[src/rtl/crc8_trailer_pkg.sv]
package crc8_trailer_pkg;

    typedef enum logic [1:0] {
        SEQ_IDLE  = 2'd0,
        SEQ_ACCUM = 2'd1,
        SEQ_EMIT  = 2'd2,
        SEQ_DONE  = 2'd3
    } seq_state_e;

endpackage

[src/rtl/crc8_trailer_lfsr.sv]
module crc8_trailer_lfsr #(
    parameter int          W    = 8,
    parameter logic [W-1:0] POLY = 8'h8C
) (
    input  logic         clk,
    input  logic         rst_n,
    input  logic         clr_i,
    input  logic         feed_i,
    input  logic         drain_i,
    input  logic         din_i,
    output logic [W-1:0] state_o,
    output logic         lsb_o
);

    typedef struct packed {
        logic [W-1:0] crc;
    } lfsr_t;

    lfsr_t lfsr_d, lfsr_q;

    logic         fb;
    logic [W-1:0] step_feed;
    logic [W-1:0] step_drain;

    assign fb = din_i ^ lfsr_q.crc[0];

    // Per-stage next value: shift right, feedback into the taps set in POLY.
    for (genvar i = 0; i < W; i++) begin : g_stage
        if (i == W - 1) begin : g_top
            assign step_feed[i]  = POLY[i] & fb;
            assign step_drain[i] = 1'b0;
        end else begin : g_mid
            assign step_feed[i]  = lfsr_q.crc[i+1] ^ (POLY[i] & fb);
            assign step_drain[i] = lfsr_q.crc[i+1];
        end
    end

    always_comb begin
        lfsr_d = lfsr_q;
        if (clr_i) begin
            lfsr_d.crc = '0;
        end else if (feed_i) begin
            lfsr_d.crc = step_feed;
        end else if (drain_i) begin
            lfsr_d.crc = step_drain;
        end
    end

    always_ff @(posedge clk or negedge rst_n) begin
        if (!rst_n) begin
            lfsr_q <= '0;
        end else begin
            lfsr_q <= lfsr_d;
        end
    end

    assign state_o = lfsr_q.crc;
    assign lsb_o   = lfsr_q.crc[0];


    clear_to_zero_chk: assert property (@(posedge clk) disable iff (!rst_n)
        clr_i |=> (state_o == '0));


    single_cmd_chk: assert property (@(posedge clk) disable iff (!rst_n)
        $onehot0({clr_i, feed_i, drain_i}));


    zero_stays_zero_chk: assert property (@(posedge clk) disable iff (!rst_n)
        (feed_i && !din_i && state_o == '0) |=> (state_o == '0));


    drain_shift_chk: assert property (@(posedge clk) disable iff (!rst_n)
        drain_i |=> (state_o[W-2:0] == $past(state_o[W-1:1]) && !state_o[W-1]));


    idle_hold_chk: assert property (@(posedge clk) disable iff (!rst_n)
        (!clr_i && !feed_i && !drain_i) |=> $stable(state_o));

endmodule

[src/rtl/crc8_trailer_seq.sv]
module crc8_trailer_seq
    import crc8_trailer_pkg::*;
#(
    parameter int              W       = 8,
    parameter int              OPC_W   = 2,
    parameter logic [OPC_W-1:0] OPC_CRC = 2'b10
) (
    input  logic             clk,
    input  logic             rst_n,
    input  logic             start_i,
    input  logic [OPC_W-1:0] opcode_i,
    input  logic             tx_vld_i,
    input  logic             data_end_i,
    output logic             clr_o,
    output logic             feed_o,
    output logic             drain_o,
    output logic             crc_vld_o,
    output logic             done_o
);

    localparam int CNT_W = (W > 1) ? $clog2(W) : 1;
    localparam logic [CNT_W-1:0] CNT_LAST = CNT_W'(W - 1);

    typedef struct packed {
        seq_state_e       st;
        logic [CNT_W-1:0] cnt;
    } seq_t;

    seq_t seq_d, seq_q;
    logic arm_req;

    assign arm_req = start_i && (opcode_i == OPC_CRC);

    always_comb begin
        seq_d   = seq_q;
        clr_o   = 1'b0;
        feed_o  = 1'b0;
        drain_o = 1'b0;
        unique case (seq_q.st)
            SEQ_IDLE, SEQ_DONE: begin
                seq_d.st = SEQ_IDLE;
                if (arm_req) begin
                    clr_o    = 1'b1;
                    seq_d.st = SEQ_ACCUM;
                end
            end
            SEQ_ACCUM: begin
                feed_o = tx_vld_i;
                if (data_end_i) begin
                    seq_d.st  = SEQ_EMIT;
                    seq_d.cnt = '0;
                end
            end
            SEQ_EMIT: begin
                drain_o   = 1'b1;
                seq_d.cnt = seq_q.cnt + 1'b1;
                if (seq_q.cnt == CNT_LAST) begin
                    seq_d.st  = SEQ_DONE;
                    seq_d.cnt = '0;
                end
            end
            default: seq_d.st = SEQ_IDLE;
        endcase
    end

    always_ff @(posedge clk or negedge rst_n) begin
        if (!rst_n) begin
            seq_q <= '{st: SEQ_IDLE, cnt: '0};
        end else begin
            seq_q <= seq_d;
        end
    end

    assign crc_vld_o = (seq_q.st == SEQ_EMIT);
    assign done_o    = (seq_q.st == SEQ_DONE);


    bypass_stays_idle_chk: assert property (@(posedge clk) disable iff (!rst_n)
        (seq_q.st == SEQ_IDLE && !arm_req) |=> (seq_q.st == SEQ_IDLE));


    emit_after_end_chk: assert property (@(posedge clk) disable iff (!rst_n)
        $rose(crc_vld_o) |-> ($past(data_end_i) && $past(seq_q.st) == SEQ_ACCUM));


    done_single_chk: assert property (@(posedge clk) disable iff (!rst_n)
        done_o |=> !done_o);


    done_after_emit_chk: assert property (@(posedge clk) disable iff (!rst_n)
        done_o |-> ($past(crc_vld_o) && !crc_vld_o));


    emit_count_chk: assert property (@(posedge clk) disable iff (!rst_n)
        (crc_vld_o && seq_q.cnt != CNT_LAST) |=> crc_vld_o);


    start_ignored_chk: assert property (@(posedge clk) disable iff (!rst_n)
        (seq_q.st == SEQ_ACCUM) |-> !clr_o);

endmodule

[src/rtl/crc8_trailer.sv]
module crc8_trailer #(
    parameter int   W       = 8,
    parameter int   OPC_W   = 2,
    parameter logic [OPC_W-1:0] OPC_CRC = 2'b10,
    parameter logic [W-1:0]     POLY    = 8'h8C
) (
    input  logic             clk,
    input  logic             rst_n,
    input  logic             start_i,
    input  logic [OPC_W-1:0] opcode_i,
    input  logic             tx_bit_i,
    input  logic             tx_vld_i,
    input  logic             data_end_i,
    output logic             crc_bit_o,
    output logic             crc_vld_o,
    output logic             crc_done_o
);

    logic         clr, feed, drain, lsb;
    logic [W-1:0] state;

    crc8_trailer_seq #(
        .W       (W),
        .OPC_W   (OPC_W),
        .OPC_CRC (OPC_CRC)
    ) u_seq (
        .clk        (clk),
        .rst_n      (rst_n),
        .start_i    (start_i),
        .opcode_i   (opcode_i),
        .tx_vld_i   (tx_vld_i),
        .data_end_i (data_end_i),
        .clr_o      (clr),
        .feed_o     (feed),
        .drain_o    (drain),
        .crc_vld_o  (crc_vld_o),
        .done_o     (crc_done_o)
    );

    crc8_trailer_lfsr #(
        .W    (W),
        .POLY (POLY)
    ) u_lfsr (
        .clk     (clk),
        .rst_n   (rst_n),
        .clr_i   (clr),
        .feed_i  (feed),
        .drain_i (drain),
        .din_i   (tx_bit_i),
        .state_o (state),
        .lsb_o   (lsb)
    );

    assign crc_bit_o = crc_vld_o & lsb;


    quiet_bit_chk: assert property (@(posedge clk) disable iff (!rst_n)
        !crc_vld_o |-> !crc_bit_o);


    no_overlap_chk: assert property (@(posedge clk) disable iff (!rst_n)
        !(crc_vld_o && crc_done_o));

endmodule

[config.mk]
export PLATFORM = sky130hd
export DESIGN_NAME = crc8_trailer
export DESIGN_NICKNAME = d
export VERILOG_FILES = /design/src/rtl/crc8_trailer_pkg.sv /design/src/rtl/crc8_trailer_lfsr.sv /design/src/rtl/crc8_trailer_seq.sv /design/src/rtl/crc8_trailer.sv
export SDC_FILE = /design/constraint.sdc
export NUM_CORES = 1
export LEC_CHECK = 0
export BUFFER_PORTS_ARGS = -buffer_cell sky130_fd_sc_hd__buf_2
export CORE_MARGIN = 5
export CORE_UTILIZATION = 35
export DETAILED_ROUTE_END_ITERATION = 6
export SKIP_CTS_REPAIR_TIMING = 1
export SKIP_LAST_GASP = 1
export SYNTH_ARGS = -nofsm -noshare
export SYNTH_HDL_FRONTEND = slang
export SYNTH_SLANG_ARGS = --single-unit
[constraint.sdc]
create_clock -name clk -period 2.1 [get_ports clk]
set_input_delay 0.21 -clock clk [delete_from_list [all_inputs] [get_ports clk]]
set_output_delay 0.21 -clock clk [all_outputs]
set_load 0.02 [all_outputs]
==> flow_summary.yaml <==
grt:
  grt_overflow: 0
  grt_pass1_wl_mm: 2.15
  grt_max_degree: 14
  antenna_found_initial: 0
  track_usage_pct: 10.3
  grt_pass1_vias: 478
worst_hold_path:
  min_to: "u_lfsr.state_o[7]"
  hold_start: "tx_vld_i"
  hold_depth: 3
  holdCritPathClass: "input port to flip-flop"
floorplan:
  placementRows: 16
  die_area_um2: 2960
  start_util_pct: 35.9
  ios: 11
  die_y_um: 54.4
  core_region_area_um2: 1920
  die_w_um: 54.4
synthesis:
  synth_edf_count: 0
  yosys.area_share.simple_pct: 16.0
  muxShareOfSynthArea_pct: 0
  synth_top_family_by_area: "compound AO/OA/AOI/OAI gates"
  synthXorXnorAreaFrac_pct: 1.27
  yosysTopAreaCellShare_pct: 47.2
  ys_top_cells_by_area: "dfrtp_1 (47%), ha_1 (9.1%), nand2_1 (7.1%), a21oi_1 (4.4%), o21ai_0 (3.6%)"
  yosys_warnings: 0
  ys_ff_latch: 13
  postSynthAreaPerCell_um2: 10.1
  ys_types: 25
  synth_commonest_cells: "dfrtp_1 (13), nand2_1 (13), a21oi_1 (6), ha_1 (5), o21ai_0 (5)"
  synth_largest_area_cell: "dfrtp_1"
  synthAdderAreaFrac_pct: 9.07
  synth_ff_type: "dfrtp_1"
  synth_compound_area_share_pct: 23.0
  synthArstFlopShare_pct: 100
  synth_fp_nets: 81
  synth_seq_area_share_pct: 47.2
  synthCells: 68
  syn_area_um2: 689
route:
  wl_mm: 1.24
  drt-vias-per-instance: 4.93
  drtAntennaViolNets: 0
  drt_first_iter_violations: 8
  drc_errors: 0
  vias: 532
  avgRoutedWirePerCell_um: 11.5
  first_pass_iters: 4
finish:
  synthToLayoutAreaGrowth_pct: 15.1
  final_net_count: 95
  drive_gt1_share_pct: 17.3
  antenna_cells: 0
  fin_cells: 108
  final_util_pct: 41.3
clocking:
  cts_buffers: 3
  h-tree-depth: 1
  path_clk_slew_ps: 80
  clk_path_buf_depth: 2
  root_buffer: "clkbuf_4"
  cts.sinks: 13
  cts_tree: "yes"
  clkLatencyLatePin_ps: 280
power:
  vdd_ir_drop_max_mv: 0.746
  power_density_nw_per_um2: 1140
  p_leak_nw: 0.384
worst_setup_path:
  r2r_start: "u_seq.seq_q[4]"
  cp-start-kind: "flip-flop"
  critical_path_required_ps: 2290
  cpPeakStageDelay_ps: 520
  critPathKind: "flip-flop to flip-flop"
  path_delay_family: "compound AO/OA/AOI/OAI gates"
  slowest_stage: "a21oi_1"
  reg2regPathDepth: 5
  worst_setup_path_end_kind: "flip-flop"
  reg2reg_to: "u_lfsr.state_o[3]"
  critPathMaxFanout: 8
  ff2ff_setup_slack_ps: 450
  crit_chain: "inv_1, ha_1, a21oi_1, a311oi_1, a211oi_1"
  cp.arrival_ps: 1840
  critPathBufInv: 1
place:
  dp_hpwl_um: 928
  portBuffers: 10
  dpl.cell_count: 103
  place_congestion: 0.722
outcome:
  run_status: "complete, no violations"
sta:
  finalSetupTns_ps: 0
  relSlewSlack_pct: 60.3
  min_period_ps: 1650
  fmax_mhz: 605
  slew_viol_final: 0
  hold_viol_final: 0
  worstMarginPinSlew_ps: 596
  fin_skew_ps: 2.42
  period_share_pct: 78.7
  rsz0062_at_grt: "false"
  finalSetupViolCount: 0
flow_run:
  cap_violations: 0
## worst max path at each step
| stage | start | to | slack (ps) | depth (start not counted) |
|---|---|---|---|---|
| floorplan | u_seq.seq_q[3] | u_seq.seq_q[0] | 530 | 5 |
| global route | u_seq.seq_q[4] | u_lfsr.state_o[2] | 310 | 5 |
| CTS | u_seq.seq_q[4] | u_lfsr.state_o[3] | 450 | 5 |
| detailed placement | u_seq.seq_q[4] | u_lfsr.state_o[3] | 480 | 5 |
| global placement | u_seq.seq_q[3] | u_lfsr.state_o[2] | 470 | 5 |
| finish | u_seq.seq_q[4] | u_lfsr.state_o[3] | 450 | 5 |
## flip-flops by register name, summed over array words and instances, names as in the netlist
name / count
u_seq.seq_q: 5
u_lfsr.state_o: 8
## logic make-up after synthesis
logic type	count (synthesis)
adders and majority gates	5
and+or+nand+nor	21
DFF	13
AOI/OAI and AO/OA	24
buffers and inverters	4
xor gates and xnor gates	1
## placed cells by master, fill, tap and decap left out
master         instances
a211oi_1               2
a21boi_0               1
a21o_1                 1
a21oi_1                6
a311oi_1               2
a32oi_1                1
and2_1                 1
and2b_1                1
and3_1                 1
and4b_1                1
buf_2                 10
clkbuf_1               1
clkbuf_4               3
dfrtp_1               13
dlygate4sd3_1          1
ha_1                   5
inv_1                  2
nand2_1               13
nor2_1                 2
nor2b_4                1
o21ai_0                5
o21bai_1               2
o31a_1                 1
o31ai_1                2
o41ai_1                1
or4b_1                 1
xor2_1                 1
## layout make-up
class	instances	area (µm²)
clock buffers	4	26.3
fillers	206	1130
inverters	2	7.51
multi-input cells	51	340
flip-flops and latches	13	325
well taps	27	33.8
repair buffers	11	60.1
## where the power goes
part           internal [mW]  switching [mW]
combinational          0.144           0.217
clock                 0.0737          0.0812
sequential             0.334          0.0539
## routing by layer
layer / track usage (%) / wire length, µm
met4: 4.56 / 11
met2: 15.1 / 574
met1: 12.6 / 603
met5: 0 / 0
met3: 5.18 / 54
## tightest hold or removal path: stages
cell and delay, ps:
buf_2 130, a32oi_1 100, nor2_1 80
## stage by stage
| stage | area, µm² | power, mW | hold WS (ps) | setup slack (ps) |
|---|---|---|---|---|
| global route | 793 | 0.991 | 298 | 306 |
| CTS | 783 | 0.916 | -187 | 454 |
| global placement | 757 | 0.754 | 115 | 472 |
| finish | 793 | 0.905 | 284 | 448 |
| floorplan | 689 | 0.679 | -85.6 | 532 |
| detailed placement | 757 | 0.758 | 117 | 479 |
Note: power is estimated with default switching activity, not from simulation.
